## config.mk

```make
export PLATFORM = sky130hd
export DESIGN_NAME = seg_select_unit
export DESIGN_NICKNAME = d
export VERILOG_FILES = /design/src/rtl/seg_sel_pkg.sv /design/src/rtl/seg_mode_reg.sv /design/src/rtl/seg_pick.sv /design/src/rtl/phys_addr_gen.sv /design/src/rtl/seg_select_unit.sv
export SDC_FILE = /design/constraint.sdc
export NUM_CORES = 1
export LEC_CHECK = 0
export ABC_CLOCK_PERIOD_IN_PS = 3250
export BUFFER_PORTS_ARGS = -buffer_cell sky130_fd_sc_hd__buf_2
export CORE_MARGIN = 1.5
export CORE_UTILIZATION = 31
export DETAILED_ROUTE_END_ITERATION = 7
export PLACE_DENSITY = 0.68
export SYNTH_ARGS = -nofsm -noshare
export SYNTH_HDL_FRONTEND = slang
export SYNTH_SLANG_ARGS = --single-unit
```

## constraint.sdc

```tcl
create_clock -name clk -period 3.25 [get_ports clk]
set_input_delay 0 -clock clk [delete_from_list [all_inputs] [get_ports clk]]
set_output_delay 0 -clock clk [all_outputs]
set_load 0.02 [all_outputs]
```

## src/rtl/seg_sel_pkg.sv

```systemverilog
// Package: shared constants and the per-instruction mode record for the
// segment selector. The segment index order is the bit order of the
// override strobe vector.
package seg_sel_pkg;
    localparam int NSEG  = 6;
    localparam int NREP  = 2;
    localparam int ES_IX = 0;
    localparam int CS_IX = 1;
    localparam int SS_IX = 2;
    localparam int DS_IX = 3;
    localparam int FS_IX = 4;
    localparam int GS_IX = 5;

    typedef struct packed {
        logic [NREP-1:0] rep;
        logic            stk;
        logic [NSEG-1:0] ovr;
    } mode_t;
endpackage

```

## src/rtl/seg_mode_reg.sv

```systemverilog
// Module: seg_mode_reg
// Holds the override, stack-default and repeat bits for the instruction
// in flight, plus a sticky halt request.
// Assumes: instr_end marks a retired instruction (never a prefix byte);
// err_in is the combinational illegal-state flag from the selector.
module seg_mode_reg
    import seg_sel_pkg::*;
(
    input  logic            clk,
    input  logic            rst_n,
    input  logic [NSEG-1:0] ovr_req,
    input  logic            stk_set,
    input  logic [NREP-1:0] rep_req,
    input  logic            instr_end,
    input  logic            err_in,
    output mode_t           mode_q,
    output logic            halt_q
);

    // Mode bits: clear on reset or retire, otherwise accumulate strobes.
    always_ff @(posedge clk) begin
        if (!rst_n || instr_end) begin
            mode_q <= '0;
        end else begin
            mode_q.ovr <= mode_q.ovr | ovr_req;
            mode_q.stk <= mode_q.stk | stk_set;
            mode_q.rep <= mode_q.rep | rep_req;
        end
    end

    // Halt request: latched on the first illegal state, held until reset.
    always_ff @(posedge clk) begin
        if (!rst_n) begin
            halt_q <= 1'b0;
        end else if (err_in) begin
            halt_q <= 1'b1;
        end
    end


    end_clears_chk: assert property (@(posedge clk) disable iff (!rst_n)
        instr_end |=> (mode_q == '0));


    ovr_sticky_chk: assert property (@(posedge clk) disable iff (!rst_n)
        !instr_end |=> ((mode_q.ovr & $past(mode_q.ovr)) == $past(mode_q.ovr)));


    halt_sticky_chk: assert property (@(posedge clk) disable iff (!rst_n)
        halt_q |=> halt_q);


    halt_follows_err_chk: assert property (@(posedge clk) disable iff (!rst_n)
        err_in |=> halt_q);

endmodule

```

## src/rtl/seg_pick.sv

```systemverilog
// Module: seg_pick
// Combinational choice of the segment value from the held override and
// stack-default bits. A single override wins; none falls back to SS when
// the stack default is held, else DS; several give zero and an error.
// Assumes: segs is indexed per seg_sel_pkg.
module seg_pick
    import seg_sel_pkg::*;
#(
    parameter int SEG_W = 16
) (
    input  logic [NSEG-1:0][SEG_W-1:0] segs,
    input  logic [NSEG-1:0]            ovr,
    input  logic                       stk,
    output logic [SEG_W-1:0]           seg_val,
    output logic                       multi_err
);

    logic [NSEG-1:0][SEG_W-1:0] gated;
    logic [SEG_W-1:0]           ovr_val;
    logic                       any_ovr;

    // Mask each segment by its own override bit.
    generate
        for (genvar g = 0; g < NSEG; g++) begin : g_gate
            assign gated[g] = ovr[g] ? segs[g] : '0;
        end
    endgenerate

    // OR-combine the masked segments (exactly one is live when legal).
    always_comb begin
        ovr_val = '0;
        for (int i = 0; i < NSEG; i++) begin
            ovr_val = ovr_val | gated[i];
        end
    end

    assign any_ovr   = |ovr;
    assign multi_err = (ovr & (ovr - NSEG'(1))) != '0;

    // Final priority: error, explicit override, stack default, data.
    always_comb begin
        if (multi_err) begin
            seg_val = '0;
        end else if (any_ovr) begin
            seg_val = ovr_val;
        end else if (stk) begin
            seg_val = segs[SS_IX];
        end else begin
            seg_val = segs[DS_IX];
        end
    end

endmodule

```

## src/rtl/phys_addr_gen.sv

```systemverilog
// Module: phys_addr_gen
// Forms segment * 2^SHIFT + offset and keeps the low PA_W bits.
// Assumes: PA_W does not exceed the internal sum width.
module phys_addr_gen #(
    parameter int SEG_W = 16,
    parameter int OFF_W = 16,
    parameter int SHIFT = 4,
    parameter int PA_W  = 20
) (
    input  logic [SEG_W-1:0] seg,
    input  logic [OFF_W-1:0] off,
    output logic [PA_W-1:0]  addr
);

    localparam int BASE_W = SEG_W + SHIFT;
    localparam int SUM_W  = ((BASE_W > OFF_W) ? BASE_W : OFF_W) + 1;

    logic [SUM_W-1:0] full_sum;

    // Full-width sum, truncated so the address wraps at 2^PA_W.
    always_comb begin
        full_sum = (SUM_W'(seg) << SHIFT) + SUM_W'(off);
        addr     = full_sum[PA_W-1:0];
    end

endmodule

```

## src/rtl/seg_select_unit.sv

```systemverilog
// Module: seg_select_unit (top)
// Per-instruction segment selection and physical address formation for
// data accesses. Mode bits are registered; selection and the address are
// combinational from the held bits and the live segment values.
// Assumes: reset held for at least one edge before outputs are used.
module seg_select_unit
    import seg_sel_pkg::*;
#(
    parameter int SEG_W = 16,
    parameter int OFF_W = 16,
    parameter int SHIFT = 4,
    parameter int PA_W  = 20
) (
    input  logic              clk,
    input  logic              rst_n,
    input  logic [SEG_W-1:0]  seg_es,
    input  logic [SEG_W-1:0]  seg_cs,
    input  logic [SEG_W-1:0]  seg_ss,
    input  logic [SEG_W-1:0]  seg_ds,
    input  logic [SEG_W-1:0]  seg_fs,
    input  logic [SEG_W-1:0]  seg_gs,
    input  logic [NSEG-1:0]   ovr_req,
    input  logic              stk_dflt_set,
    input  logic [NREP-1:0]   rep_req,
    input  logic              instr_end,
    input  logic [OFF_W-1:0]  offset,
    output logic [SEG_W-1:0]  seg_val,
    output logic [PA_W-1:0]   phys_addr,
    output logic              multi_ovr_err,
    output logic              halt_req,
    output logic [NREP-1:0]   rep_flags
);

    logic [NSEG-1:0][SEG_W-1:0] seg_vec;
    mode_t                      mode;

    // Pack the segment registers in package index order.
    always_comb begin
        seg_vec        = '0;
        seg_vec[ES_IX] = seg_es;
        seg_vec[CS_IX] = seg_cs;
        seg_vec[SS_IX] = seg_ss;
        seg_vec[DS_IX] = seg_ds;
        seg_vec[FS_IX] = seg_fs;
        seg_vec[GS_IX] = seg_gs;
    end

    seg_mode_reg u_mode (
        .clk       (clk),
        .rst_n     (rst_n),
        .ovr_req   (ovr_req),
        .stk_set   (stk_dflt_set),
        .rep_req   (rep_req),
        .instr_end (instr_end),
        .err_in    (multi_ovr_err),
        .mode_q    (mode),
        .halt_q    (halt_req)
    );

    seg_pick #(.SEG_W(SEG_W)) u_pick (
        .segs      (seg_vec),
        .ovr       (mode.ovr),
        .stk       (mode.stk),
        .seg_val   (seg_val),
        .multi_err (multi_ovr_err)
    );

    phys_addr_gen #(
        .SEG_W (SEG_W),
        .OFF_W (OFF_W),
        .SHIFT (SHIFT),
        .PA_W  (PA_W)
    ) u_addr (
        .seg  (seg_val),
        .off  (offset),
        .addr (phys_addr)
    );

    assign rep_flags = mode.rep;


    stack_default_chk: assert property (@(posedge clk) disable iff (!rst_n)
        (mode.ovr == '0 && mode.stk) |-> (seg_val == seg_ss));


    err_zero_seg_chk: assert property (@(posedge clk) disable iff (!rst_n)
        multi_ovr_err |-> (seg_val == '0));


    plain_ds_chk: assert property (@(posedge clk) disable iff (!rst_n)
        (mode.ovr == '0 && !mode.stk) |-> (seg_val == seg_ds));

endmodule

```

==> run summary, run 1 <==
Setup crit start -> u_mode.mode_q[3]
Worst Setup Slack post-DPL -> -184.1 ps
PwrDens -> 382.6 nW/um^2
Avg Cell Area, Syn -> 7.623 um^2
gr usage total -> 22.74%
setup ws final -> -189.6 ps
Synth Area in XOR/XNOR -> 5.817%
Worst setup EP type -> output port
worst r2r src -> u_mode.mode_q[3]
DIE WIDTH -> 79.34 um
Net Sw Frac -> 46.40%
Via density -> 5.230
Least-Margin Pin Slew -> 612.5 ps
Comb power frac -> 79.2%
GP Congestion -> 0.9025
simple-gate area share of the yosys netlist -> 15.44%
Net Count, Synth -> 374
share of layout cells above drive strength 1 -> 60.05%
Slew headroom -> 59.07%
Synth Area in Adders -> 9.972%
HP Class -> input pin to output port
area leader, netlist -> dfxtp_1
final hold violations -> 0
Skew-Pair Late Insertion Delay -> 230 ps
worst path buffer plus inverter count -> 4
Setup crit start kind -> flop
largest family of logic cells by synthesized area -> compound AO/OA/AOI/OAI gates
post-synthesis compound-gate area fraction -> 39.34%
Req. time, crit path -> 3250 ps
die area -> 6295 um^2
HP Start -> offset[3]
setup violators final -> 11
layout net count -> 562
n_diodes -> 0
Peak VDD IR -> 0.0002200 V
Rows -> 27
CTS tree -> done
clock root buffer -> clkbuf_8
P_sw -> 0.5747 mW
Cell variety after synth -> 45
YS warnings -> 0
CP arrival -> 3440 ps
First-pass DRT Iterations -> 5
clock power share -> 9.9%
Top cell by count, worst path -> buf_4
WL final -> 7426 um
I/O Pins -> 164
part of the power in registers -> 10.9%
DR DRC count -> 0
Pleak -> 1.565 nW
initial antenna violation count -> 0
status -> complete, but fails checks
failing checks -> negative setup slack
IO buf count -> 155
Crit-path slowest cell -> or4_4
Crit path max-delay family -> simple AND/OR/NAND/NOR gates
total grt overflow -> 0
starting density of the core -> 32.41%
Core Region -> 5574 um^2
Syn Inst Count -> 237
Fmax -> 0.2907 GHz
top_reg_cell synth -> dfxtp_1
Pint -> 0.6638 mW
routed vias -> 2589
CTS buffer count -> 3
Post-Syn Area -> 1807 um^2
top cells by area, synth -> dfxtp_1 11%, mux2_2 9.3%, ha_1 8.3%
post-synthesis sequential area ratio -> 11.08%
max incr delay on CP -> 560 ps
max_cap viols -> 0
Reg clk slew, reported paths -> 40 ps
top cell type's share of synthesized area -> 11.08%
global-route wire length before repair -> 11510 um
Post-DRT Antenna Nets -> 0
EDFF count, synth -> 0
WS Path Type -> flop to output port
Hold Slack -> 0.008839 ps
Non-Filler Instances -> 495
final slew viol count -> 0
Max H-tree Level -> 1
clk sinks -> 10
synthesized flop and latch total -> 10
fin crit period -> 3440 ps
hpwl dp -> 6040 um
Layout area overhead -> 79.15%
Final Skew -> 0.2995 ps
Util after Layout -> 58.07%
post-route clock period utilization -> 105.8%
Max Fanout on Critical Path -> 8
Placed Cells -> 476
RSZ-0062 raised after global routing -> true
asr flop ratio synth -> 0%
crit-path cells -> or4_4, buf_6, nor3_4, buf_4, nand2_1, a31oi_2, ha_1, nor2b_2, o31a_1, o2111ai_2, buf_4, nand2_2, xor2_1, buf_4
largest net degree at the start of global routing -> 19
synth cell count leaders -> 25 x nor2_1, 18 x a22oi_1, 17 x nand2_1
First DRT Iteration DRCs -> 96
Max clock buf depth -> 2
vias in the first global route -> 2580
die span in y -> 79.34 um
mux cell area share after synthesis -> 10.46%
count leader, synth -> nor2_1
wire per inst -> 15.00 um
[per-stage QoR]
stage                     instance area, um^2  TNS, ps  total power [mW]
after floorplan                          1918   -75.81            0.6930
after global placement                   2917   -160.7             1.025
after detailed placement                 2917   -628.8             1.027
after CTS                                3213    -1471             1.224
after global routing                     3237    -3095             1.325
final                                    3237    -1319             1.239
[cell usage in the layout, fill, tap and decap left out, drive strengths merged]
cell	count
buf	196
nor2	25
a22oi	19
nand2	18
a221oi	17
mux2	15
a22o	14
a31oi	14
ha	12
a21oi	11
dlygate4sd3	10
dfxtp	10
xnor2	8
inv	7
o21ai	7
xor2	4
a21o	3
clkbuf	3
nand3	3
nor3	3
mux2i	2
o21bai	2
o21a	2
a211oi	2
nor2b	2
maj3	1
or3	1
or4	1
and2b	1
nand4	1
or2	1
o41ai	1
nand4b	1
o31a	1
nand3b	1
o2111ai	1
a21boi	1
nand2b	1
fa	1
[path summary, 6_finish.rpt]
check	cells after the start	slack [ps]	to
max	14	-190	phys_addr[12]
min	0	0.009	phys_addr[3]
max reg2reg	4	1650	u_mode.halt_q
min reg2reg	2	460	u_mode.mode_q[8]
[cell type report]
type | instances | area (um^2)
Tap cell | 72 | 90.09
Timing Repair Buffer | 206 | 1210
Multi-Input combinational cell | 197 | 1667
Sequential cell | 10 | 202.7
Inverter | 7 | 26.28
Fill cell | 532 | 2337
Clock buffer | 3 | 41.29
[sequential cells by signal (all words and copies together), names as in the netlist]
register and cells:
u_mode.halt_q 1, u_mode.mode_q 9
[routing by layer]
metal  global-route usage [%]  routed length, um  part of all wire (%)
met1                    28.48               3213                    43
met2                    41.20               3678                    50
met3                    1.839                432                   5.8
met4                    6.491                101                   1.4
met5                        0                  0                     0
[cell families after synthesis]
family / Yosys count
AOI/OAI and AO/OA: 95
and+or+nand+nor: 59
buffers and inverters: 30
muxes: 17
adders and majority gates: 14
xor gates and xnor gates: 12
DFF: 10
[repair_timing]
action                                  4_1_cts  5_1_grt
endpoints found under the setup margin       11       11
hold endpoints to repair                     10        0
setup buffers                                 6        0
resized for setup                            26        7
pin swaps                                    11        5
hold buffers                                 10        0
[worst register-to-register path, stage by stage (launching register included)]
cell and delay, ps:
dfxtp_2 320, or4_4 560, a21oi_2 210, a21oi_4 190, o21a_1 220
[power by group through the flow]
stage          sequential (mW)  combinational, mW  clock [mW]
2_1_floorplan            0.136              0.557           0
3_3_place_gp             0.137              0.888           0
3_5_place_dp             0.137              0.890           0
4_1_cts                  0.135              0.963       0.126
5_1_grt                  0.136               1.06       0.133
6_report                 0.135              0.980       0.123
(Power assumes the default switching activity.)
==> run 2, diff against run 1 <==
--- a/config.mk
+++ b/config.mk
@@ -8,9 +8,9 @@
 export ABC_CLOCK_PERIOD_IN_PS = 3250
 export BUFFER_PORTS_ARGS = -buffer_cell sky130_fd_sc_hd__buf_2
 export CORE_MARGIN = 1.5
-export CORE_UTILIZATION = 31
+export CORE_UTILIZATION = 35
 export DETAILED_ROUTE_END_ITERATION = 7
-export PLACE_DENSITY = 0.68
+export PLACE_DENSITY = 0.76
 export SYNTH_ARGS = -nofsm -noshare
 export SYNTH_HDL_FRONTEND = slang
 export SYNTH_SLANG_ARGS = --single-unit
==> run summary, run 2 (synthesized netlist as in run 1, its figures left out) <==
vias in the first global route -> 2457
CTS buffer count -> 3
Via density -> 5.451
final slew viol count -> 0
Design Power -> 1.263 mW
Reg clk slew, reported paths -> 50 ps
Fmax -> 0.2984 GHz
die area -> 5602 um^2
HP Class -> input pin to flop
n_diodes -> 0
Peak VDD IR -> 0.0002243 V
Max H-tree Level -> 1
First DRT Iteration DRCs -> 123
Pleak -> 1.554 nW
die span in y -> 74.85 um
First-pass DRT Iterations -> 5
Least-Margin Pin Slew -> 524.6 ps
Post-DRT Antenna Nets -> 0
WL final -> 7725 um
Req. time, crit path -> 3250 ps
share of layout cells above drive strength 1 -> 60.62%
I/O Pins -> 164
CTS tree -> done
final hold violations -> 1
Core Region -> 4848 um^2
starting density of the core -> 37.26%
DR DRC count -> 0
Skew-Pair Late Insertion Delay -> 230 ps
layout net count -> 557
routed vias -> 2649
clock root buffer -> clkbuf_8
Slew headroom -> 65.03%
CP arrival -> 3350 ps
Worst Setup Slack post-DPL -> -140.2 ps
commonest non-fill, non-tap cell in the layout -> buf_2
gr usage total -> 25.90%
Final Skew -> 0.6689 ps
Max clock buf depth -> 2
Layout area overhead -> 78.32%
Setup crit start kind -> flop
PwrDens -> 392.0 nW/um^2
clk sinks -> 10
fin crit period -> 3351 ps
Hold Slack -> -1.957 ps
Largest register FFs -> 9
post-route clock period utilization -> 103.1%
DIE WIDTH -> 74.85 um
Rows -> 25
Worst setup EP type -> output port
Max Fanout on Critical Path -> 3
failing checks -> negative hold slack, negative setup slack
Reg with most FFs -> u_mode.mode_q
GP Congestion -> 0.9900
setup violators final -> 6
setup ws final -> -101.3 ps
hpwl dp -> 6039 um
WS Path Type -> flop to output port
top flop regs -> u_mode.mode_q (9), u_mode.halt_q (1)
wire per inst -> 15.90 um
filler instances -> 439
largest net degree at the start of global routing -> 19
max_cap viols -> 0
status -> complete, but fails checks
initial antenna violation count -> 0
global-route wire length before repair -> 11250 um
most frequent cells in the layout -> 149 x buf_2, 43 x buf_4, 25 x nor2_1
total grt overflow -> 0
RSZ-0062 raised after global routing -> true
IO buf count -> 155
run 2: cell type report:
type | instances | area (um^2) | share of cell area [%]
clock buffers | 4 | 55.05 | 1.709
inverters | 7 | 26.28 | 0.8155
repair buffers | 201 | 1161 | 36.04
multi-input cells | 197 | 1693 | 52.54
flip-flops and latches | 10 | 202.7 | 6.291
well taps | 67 | 83.83 | 2.602
run 2: timing repair:
item	CTS	global route
hold buffers	7	0
pin swaps	7	6
endpoints found under the hold margin	7	0
buffers inserted	11	2
gates resized for setup	14	22
setup endpoints to repair	11	11
run 2: worst max-delay path: stages, from the launching register on:
cell	delay (ps)
dfxtp_2	320
or4_4	580
nor3_4	170
buf_6	140
nand2_4	60
a31oi_4	220
ha_4	160
inv_1	50
fa_2	350
nor2b_2	130
o31a_1	200
o2111ai_2	140
a21boi_2	180
mux2i_1	220
nand2_2	70
buf_6	140
run 2: path summary, 6_finish.rpt:
| check | startpoint | endpoint | slack, ps | cells past startpoint |
|---|---|---|---|---|
| setup / recovery | u_mode.mode_q[2] | phys_addr[14] | -100 | 15 |
| hold / removal | ovr_req[2] | u_mode.mode_q[2] | -2 | 3 |
| setup reg to reg | u_mode.mode_q[2] | u_mode.halt_q | 1590 | 5 |
| hold reg to reg | u_mode.mode_q[7] | u_mode.mode_q[7] | 460 | 2 |
run 2: routing by layer:
metal	track usage, %	up-vias	wire length (um)
li1	-	1278	-
met1	32.28	1219	3032
met2	45.33	132	3945
met3	3.748	20	569
met4	9.091	0	177
met5	0	-	0
run 2: metrics by stage:
stage / TNS (ps) / instances / utilization (%) / hold slack (ps) / area, um^2
after CTS: -498.5 / 484 / 64.13 / 0.1608 / 3109
final: -426.7 / 486 / 66.45 / -1.957 / 3222
after global placement: -95.35 / 462 / 58.63 / 0.1608 / 2843
after global routing: -1937 / 486 / 66.45 / 0.05717 / 3222
after floorplan: -75.81 / 237 / - / 112.6 / 1918
after detailed placement: -486.4 / 462 / 58.63 / 0.1608 / 2843
run 2: power by group:
part	switching (mW)	leakage [nW]	internal, mW
Clock	0.0486	0.0288	0.106
Sequential	0.00558	0.0831	0.130
Combinational	0.528	1.44	0.444
==> run 3, diff against run 2 <==
--- a/config.mk
+++ b/config.mk
@@ -5,12 +5,12 @@
 export SDC_FILE = /design/constraint.sdc
 export NUM_CORES = 1
 export LEC_CHECK = 0
-export ABC_CLOCK_PERIOD_IN_PS = 3250
+export ABC_CLOCK_PERIOD_IN_PS = 3700
 export BUFFER_PORTS_ARGS = -buffer_cell sky130_fd_sc_hd__buf_2
 export CORE_MARGIN = 1.5
-export CORE_UTILIZATION = 35
+export CORE_UTILIZATION = 38
 export DETAILED_ROUTE_END_ITERATION = 7
-export PLACE_DENSITY = 0.76
+export PLACE_DENSITY = 0.79
 export SYNTH_ARGS = -nofsm -noshare
 export SYNTH_HDL_FRONTEND = slang
 export SYNTH_SLANG_ARGS = --single-unit
==> constraint.sdc (replaced) <==
create_clock -name clk -period 3.7 [get_ports clk]
set_input_delay 0 -clock clk [delete_from_list [all_inputs] [get_ports clk]]
set_output_delay 0 -clock clk [all_outputs]
set_load 0.02 [all_outputs]
==> run summary, run 3 (synthesized netlist as in run 1, its figures left out) <==
status -> finished, final reports clean
Skew-Pair Late Insertion Delay -> 230 ps
wire per inst -> 16.19 um
Comb power frac -> 74.5%
DIE WIDTH -> 71.96 um
share of layout cells above drive strength 1 -> 52.88%
initial antenna violation count -> 1
Net Sw Frac -> 47.74%
Slew headroom -> 58.06%
most frequent cells in the layout -> 155 x buf_2, 25 x nor2_1, 18 x a22oi_1
Setup TNS -> 0 ps
Final Skew -> 1.128 ps
CP arrival -> 3580 ps
PwrDens -> 345.5 nW/um^2
hpwl dp -> 5970 um
Rows -> 24
post-route clock period utilization -> 96.84%
First-pass DRT Iterations -> 4
routed vias -> 2598
die span in y -> 71.96 um
Least-Margin Pin Slew -> 628.3 ps
Req. time, crit path -> 3700 ps
WL final -> 7303 um
clock power share -> 13.2%
max incr delay on CP -> 570 ps
gr usage total -> 27.42%
IO buf count -> 155
Peak VDD IR -> 0.0002025 V
crit-path cells -> or4_4, nor3_4, buf_4, nand2_1, a31oi_2, ha_1, a211oi_1, nor2_1, o41ai_4, o21ai_2, nand3_1, xnor2_2, buf_2
Crit path max-delay family -> simple AND/OR/NAND/NOR gates
Worst setup EP type -> output port
worst path buffer plus inverter count -> 2
Setup crit start -> u_mode.mode_q[2]
global-route wire length before repair -> 11440 um
P_sw -> 0.4747 mW
top flop regs -> u_mode.mode_q (9), u_mode.halt_q (1)
Max H-tree Level -> 1
clock root buffer -> clkbuf_8
Crit-path slowest cell -> or4_4
vias in the first global route -> 2567
layout net count -> 537
n_diodes -> 0
HP Start -> offset[0]
GP Congestion -> 0.9246
CTS tree -> done
RSZ-0062 raised after global routing -> true
total grt overflow -> 0
starting density of the core -> 40.38%
Post-DRT Antenna Nets -> 0
worst r2r src -> u_mode.mode_q[2]
Via density -> 5.761
setup violators final -> 0
part of the power in registers -> 12.3%
First DRT Iteration DRCs -> 148
Reg with most FFs -> u_mode.mode_q
Largest register FFs -> 9
Pint -> 0.5196 mW
largest net degree at the start of global routing -> 20
Max clock buf depth -> 2
I/O Pins -> 164
final hold violations -> 0
die area -> 5178 um^2
DR DRC count -> 0
Max Fanout on Critical Path -> 6
CTS buffer count -> 3
Reg clk slew, reported paths -> 40 ps
Fmax -> 0.2791 GHz
fin crit period -> 3583 ps
HP Class -> input pin to output port
Design Power -> 0.9942 mW
Setup crit start kind -> flop
Core Region -> 4474 um^2
max_cap viols -> 0
Pleak -> 1.429 nW
Layout area overhead -> 59.28%
commonest non-fill, non-tap cell in the layout -> buf_2
WS Path Type -> flop to output port
final slew viol count -> 0
clk sinks -> 10
[run 3: changes by cell type in the layout (fill, tap and decap cells not counted), moves of 3 or more]
cell     change
ha_1         +4
ha_4         -3
a31oi_1      +8
a31oi_4      -3
a31oi_2      -5
buf_4       -26
buf_2        +6
[run 3: final timing paths]
check | endpoint | slack [ps] | cells after the start
min | phys_addr[0] | 0.04 | 0
min reg2reg | u_mode.halt_q | 460 | 1
max | phys_addr[18] | 120 | 13
max reg2reg | u_mode.halt_q | 1950 | 6
[run 3: power by group through the flow]
stage / logic (mW) / registers (mW) / clock network, mW
global route: 0.802 / 0.123 / 0.143
CTS: 0.705 / 0.122 / 0.135
floorplan: 0.463 / 0.119 / 0
global placement: 0.685 / 0.124 / 0
finish: 0.740 / 0.122 / 0.131
detailed placement: 0.690 / 0.124 / 0
[run 3: final cells by class]
cell class | count | area, um^2
clock buffers | 4 | 55.05
inverters | 7 | 26.28
fillers | 390 | 1597
multi-input cells | 197 | 1538
repair buffers | 181 | 993.5
well taps | 52 | 65.06
flip-flops and latches | 10 | 200.2
[run 3: routing by layer]
layer | track usage (%) | vias to the layer above | part of all wire (%)
met5 | 0 | - | 0.18
met4 | 9.644 | 2 | 2.2
met3 | 3.333 | 22 | 7.8
met2 | 49.90 | 153 | 50
met1 | 33.08 | 1186 | 40
li1 | - | 1235 | -
[run 3: through the flow]
stage | util (%) | hold WS [ps] | cell area, um^2 | setup WS (ps) | std cells
final | 64.32 | 0.04353 | 2878 | 116.9 | 451
after global placement | 58.81 | 0.1367 | 2631 | 211.4 | 432
after global routing | 64.32 | 0.04954 | 2878 | -43.00 | 451
after detailed placement | 58.81 | 0.1367 | 2631 | 122.0 | 432
after floorplan | - | 112.6 | 1821 | 7.357 | 237
after CTS | 62.39 | 0.1367 | 2791 | 23.71 | 445
[run 3: repair_timing]
action	4_1_cts	5_1_grt
pin swaps	0	7
endpoints found under the hold margin	9	0
gates cloned	0	0
hold buffers	9	0
setup buffers	0	6
resized for setup	4	11
setup endpoints to repair	5	7
